File: src/rtl/bmd_pkg.sv
// Package: shared sizing constants for the bitmask immediate decoder.
// Assumes the word width is a power of two given by its log2.
package bmd_pkg;
    localparam int WORD_LOG = 6;
    localparam int WORD_W   = 1 << WORD_LOG;
    localparam int LVL_W    = $clog2(WORD_LOG + 1);

    typedef struct packed {
        logic [WORD_W-1:0] mask;
        logic              reserved;
    } bmd_result_t;
endpackage

File: src/rtl/bmd_size_detect.sv
// Finds the element-size level (log2 of the element width) from the
// size-select bit and the length code, by taking the highest set bit
// of {sel, ~len}. Levels below 1 are flagged as an invalid size.
// Assumes LOG_W >= 1.
module bmd_size_detect #(
    parameter int LOG_W = 6,
    parameter int LVL_W = $clog2(LOG_W + 1)
) (
    input  logic             sel,
    input  logic [LOG_W-1:0] len,
    output logic [LVL_W-1:0] level,
    output logic             size_bad
);
    localparam int VEC_W = LOG_W + 1;

    logic [VEC_W-1:0] probe;

    // Build the search vector from the select bit and the inverted length.
    always_comb probe = {sel, ~len};

    // Ascending scan, so the last hit is the highest set bit.
    always_comb begin
        level = '0;
        for (int i = 0; i < VEC_W; i++) begin
            if (probe[i]) level = LVL_W'(i);
        end
    end

    // Level 0 (one-bit elements or no set bit) encodes no pattern.
    always_comb size_bad = (level == '0);
endmodule

File: src/rtl/bmd_lane_pattern.sv
// Produces the full replicated word for one fixed element size 2**LEVEL.
// Bit k is set when its position inside the element, shifted by the rotate
// amount, lands inside the run of s+1 ones; since the element size is a
// power of two the modulo is a plain truncation. It also reports whether
// the run field is all ones, which is reserved for this size.
module bmd_lane_pattern #(
    parameter int LOG_W = 6,
    parameter int LEVEL = 1
) (
    input  logic [LOG_W-1:0]     rot,
    input  logic [LOG_W-1:0]     len,
    output logic [(1<<LOG_W)-1:0] word,
    output logic                 run_full
);
    localparam int WORD_W = 1 << LOG_W;

    logic [LEVEL-1:0] run_s;
    logic [LEVEL-1:0] rot_r;

    // Reduce the run and rotate fields to the element width.
    always_comb begin
        run_s = len[LEVEL-1:0];
        rot_r = rot[LEVEL-1:0];
    end

    // Rotated run, repeated over every slot of the word.
    always_comb begin : fill_bits
        logic [LEVEL-1:0] slot_pos;
        logic [LEVEL-1:0] src_pos;
        for (int k = 0; k < WORD_W; k++) begin
            slot_pos = LEVEL'(k);
            src_pos  = slot_pos + rot_r;
            word[k]  = (src_pos <= run_s);
        end
    end

    // A run covering the whole element is not a valid encoding.
    always_comb run_full = &run_s;
endmodule

File: src/rtl/bitmask_imm_decoder.sv
// Top level: decodes {in_n, in_rot, in_len} into a 64-bit pattern made of
// repeated rotated runs of ones, flags reserved encodings and registers the
// result one cycle after the strobe. Reserved encodings give a zero mask.
// Assumes a single clock and a synchronous active-low reset.
module bitmask_imm_decoder #(
    parameter int LOG_W  = bmd_pkg::WORD_LOG,
    parameter int WORD_W = 1 << LOG_W,
    parameter int LVL_W  = $clog2(LOG_W + 1)
) (
    input  logic              clk,
    input  logic              rst_n,
    input  logic              in_valid,
    input  logic              in_n,
    input  logic [LOG_W-1:0]  in_rot,
    input  logic [LOG_W-1:0]  in_len,
    output logic              out_valid,
    output logic [WORD_W-1:0] out_mask,
    output logic              out_reserved
);
    logic [LVL_W-1:0]  level;
    logic              size_bad;
    logic [WORD_W-1:0] cand_word [LOG_W+1];
    logic              cand_full [LOG_W+1];
    logic [WORD_W-1:0] pick_word;
    logic              pick_full;
    logic              resv_c;
    logic [WORD_W-1:0] mask_c;

    bmd_size_detect #(.LOG_W(LOG_W), .LVL_W(LVL_W)) u_size (
        .sel      (in_n),
        .len      (in_len),
        .level    (level),
        .size_bad (size_bad)
    );

    // Level 0 never selects a pattern; tie its slot off.
    always_comb begin
        cand_word[0] = '0;
        cand_full[0] = 1'b1;
    end

    // One pattern generator for each legal element size.
    for (genvar lv = 1; lv <= LOG_W; lv++) begin : g_lane
        bmd_lane_pattern #(.LOG_W(LOG_W), .LEVEL(lv)) u_lane (
            .rot      (in_rot),
            .len      (in_len),
            .word     (cand_word[lv]),
            .run_full (cand_full[lv])
        );
    end

    // Select the candidate for the detected element size.
    always_comb begin
        pick_word = '0;
        pick_full = 1'b1;
        for (int lv = 0; lv <= LOG_W; lv++) begin
            if (level == LVL_W'(lv)) begin
                pick_word = cand_word[lv];
                pick_full = cand_full[lv];
            end
        end
    end

    // Combine both reserved checks and zero the mask when reserved.
    always_comb begin
        resv_c = size_bad | pick_full;
        mask_c = resv_c ? '0 : pick_word;
    end

    // Output register: valid follows the strobe, data loads only on strobe.
    always_ff @(posedge clk) begin
        if (!rst_n) begin
            out_valid    <= 1'b0;
            out_mask     <= '0;
            out_reserved <= 1'b0;
        end else begin
            out_valid <= in_valid;
            if (in_valid) begin
                out_mask     <= mask_c;
                out_reserved <= resv_c;
            end
        end
    end
endmodule

File: config.mk
export PLATFORM = sky130hd
export DESIGN_NAME = bitmask_imm_decoder
export DESIGN_NICKNAME = d
export VERILOG_FILES = /design/src/rtl/bmd_pkg.sv /design/src/rtl/bmd_size_detect.sv /design/src/rtl/bmd_lane_pattern.sv /design/src/rtl/bitmask_imm_decoder.sv
export SDC_FILE = /design/constraint.sdc
export NUM_CORES = 1
export LEC_CHECK = 0
export BUFFER_PORTS_ARGS = -buffer_cell sky130_fd_sc_hd__buf_2
export CORE_UTILIZATION = 55
export DETAILED_ROUTE_END_ITERATION = 10
export PLACE_DENSITY = 0.75
export SYNTH_ARGS = -nofsm -noshare
export SYNTH_HDL_FRONTEND = slang
export SYNTH_SLANG_ARGS = --single-unit
File: constraint.sdc
create_clock -name clk -period 3.4 [get_ports clk]
set_input_delay 0.17 -clock clk [delete_from_list [all_inputs] [get_ports clk]]
set_output_delay 0.17 -clock clk [all_outputs]
set_load 0.1 [all_outputs]
==> out/qor.yml <==
power_and_ir_drop:
  p_leak_nw: 4.12
  power.total_mw: 3.77
  peakVddDrop_mv: 0.225
  power_per_cell_area_nw_per_um2: 419
outcome:
  status: "finished, final reports clean"
grt:
  grt_pass1_vias: 7655
  grt_max_degree: 49
  overflow: 0
  antenna_found_initial: 0
  track_usage: 0.289
  grt_pass1_wl_um: 37300
clocking:
  clkLatencyLatePin_ns: 0.34
  cts_buffers: 9
  cts.sinks: 66
  clk_pin_slew_ns: 0.06
  cts-root-buf: "clkbuf_16"
  cts-resized-gates: 0
  cts_tree: "built"
  holdBufCountCts: 0
  clockBufferDepth: 2
  htree_levels: 3
  cts_setup_buffers: 0
timing:
  max_freq_mhz: 373
  setup_violations: 0
  finalHoldViolCount: 0
  holdWs_ns: 0.238
  tns_ns: 0
  period_share: 0.789
  worstMarginPinSlew_ns: 0.897
  slew_violations: 0
  rsz0062_at_grt: "false"
  relSlewSlack: 0.402
  final.min_clock_period_ns: 2.68
  clock_skew_ns: 0
setup_path:
  cp-start-kind: "input port"
  crit_path_end_kind: "flop"
  cp_max_fo: 12
  required_ns: 3.63
  arrival_ns: 2.91
  criticalPathCategory: "input port to flop"
placed_design:
  dp.cells: 1269
  gp_congestion: 0.967
  post-dp-hpwl_um: 16500
  io_buffers: 81
  placed_cell_area_um2: 8740
layout:
  mostFrequentLayoutCells: "ha_1 (144), inv_1 (106), buf_2 (81), a21oi_1 (78), dfxtp_1 (66)"
  area_growth_syn_to_layout_pct: 8.94
  fin_area_um2: 9010
  antenna_cells: 0
  nets: 1256
  final_common_cell: "ha_1"
  final_cells: 1281
  num-fill-cells: 1345
  drive_gt1_frac: 0.112
route:
  ant_nets: 0
  drc: 0
  via_count: 8104
  drtPass1Iterations: 5
  routedWlPerCell_um: 17.4
  routed_wl_um: 22200
  avgViaCountPerCell: 6.33
  drtIter0Drc: 683
die:
  core_um2: 14600
  die_w_um: 125
  dieArea_um2: 15500
  rows: 44
  start_util: 0.567
  boundaryPins: 82
  die-height_um: 125
logic_synthesis:
  async_reset_ff_frac: 0
  seq_area_frac_synth: 0.160
  synth_nets: 1211
  syn_inst: 1051
  syn_area_um2: 8270
  avgSynthCellArea_um2: 7.87
  ys_types: 67
  ys_warn_count: 0
  synth_seq_cells: 66
  synth-edff-count: 0
  ys.flop_type: "dfxtp_1"
run:
  drv_cap: 0
worst_hold_path:
  min_path_type: "input port to flop"
power by group:
group / switching, mW / internal (mW)
Combinational: 1.44 / 0.561
Clock: 0.330 / 0.536
Sequential: 0.0418 / 0.866
sequential cells by signal (all words and copies together) (netlist names):
| name | count |
|---|---|
| out_mask | 64 |
| out_valid | 1 |
| out_reserved | 1 |
cells in the mapped netlist, drive strengths merged (10+ instances only):
library cell | count | area (µm²)
o31ai | 10 | 75.1
nor2b | 17 | 106
nor2 | 35 | 134
nand2b | 12 | 75.1
o211ai | 43 | 323
a21boi | 42 | 315
buf | 16 | 98.9
a221oi | 26 | 240
a21o | 15 | 113
nand4 | 14 | 103
a221o | 40 | 400
a21oi | 78 | 390
o21ai | 58 | 305
xnor2 | 47 | 412
nand3 | 47 | 235
clkbuf | 43 | 161
a211oi | 18 | 140
dfxtp | 66 | 1320
inv | 108 | 405
ha | 144 | 1800
nor3 | 26 | 130
nand2 | 52 | 198
cell families (layout without fill, tap and decap cells):
logic type	count (synthesis)	in the layout	synth area share
flip-flops	66	66	0.160
XOR/XNOR	53	53	0.0561
AND/OR/NAND/NOR	243	243	0.158
buffers and inverters	170	216	0.0818
adder cells (fa/ha/maj)	144	144	0.218
AO/OA/AOI/OAI	375	375	0.326
path summary, 6_finish.rpt:
check | to | start | cells after the start | slack [ns]
max | out_mask[61]$_SDFFE_PN0P_ | in_rot[2] | 14 | 0.72
min | out_reserved$_SDFFE_PN0P_ | rst_n | 3 | 0.24
max reg2reg | out_mask[16]$_SDFFE_PN0P_ | out_mask[16]$_SDFFE_PN0P_ | 3 | 2.38
min reg2reg | out_mask[1]$_SDFFE_PN0P_ | out_mask[1]$_SDFFE_PN0P_ | 1 | 0.48
area by class of cell:
cell class / instances / area [µm²] / area share
clock buffer: 12 / 267 / 0.0296
inverter: 111 / 417 / 0.0462
multi-input combinational: 815 / 6280 / 0.697
sequential: 66 / 1320 / 0.147
tap: 184 / 230 / 0.0255
timing repair buffer: 93 / 495 / 0.0550
worst max-delay path, stage by stage:
cell and delay [ns]:
buf_2 0.25, inv_1 0.20, ha_1 0.22, nand2_1 0.05, nand2_1 0.13, xnor2_1 0.24, inv_1 0.07, ha_1 0.28
and4_1 0.26, a211oi_1 0.24, nor2_1 0.07, a211oi_1 0.33, nor3_1 0.12, a221o_1 0.27
metal layers:
metal,track usage,up-vias,routed length (µm)
li1,-,4020,-
met3,0.0382,56,1190
met2,0.466,238,10100
met4,0.137,0,767
met5,0,-,0
met1,0.381,3790,10200
per-stage QoR:
step	worst slack (ns)	util
after CTS	0.798	0.618
after detailed placement	0.439	0.599
after global placement	0.460	0.599
after global routing	0.500	0.618
after floorplan	0.668	-
final	0.718	0.618
No activity file was read; power rests on OpenSTA's default activity.
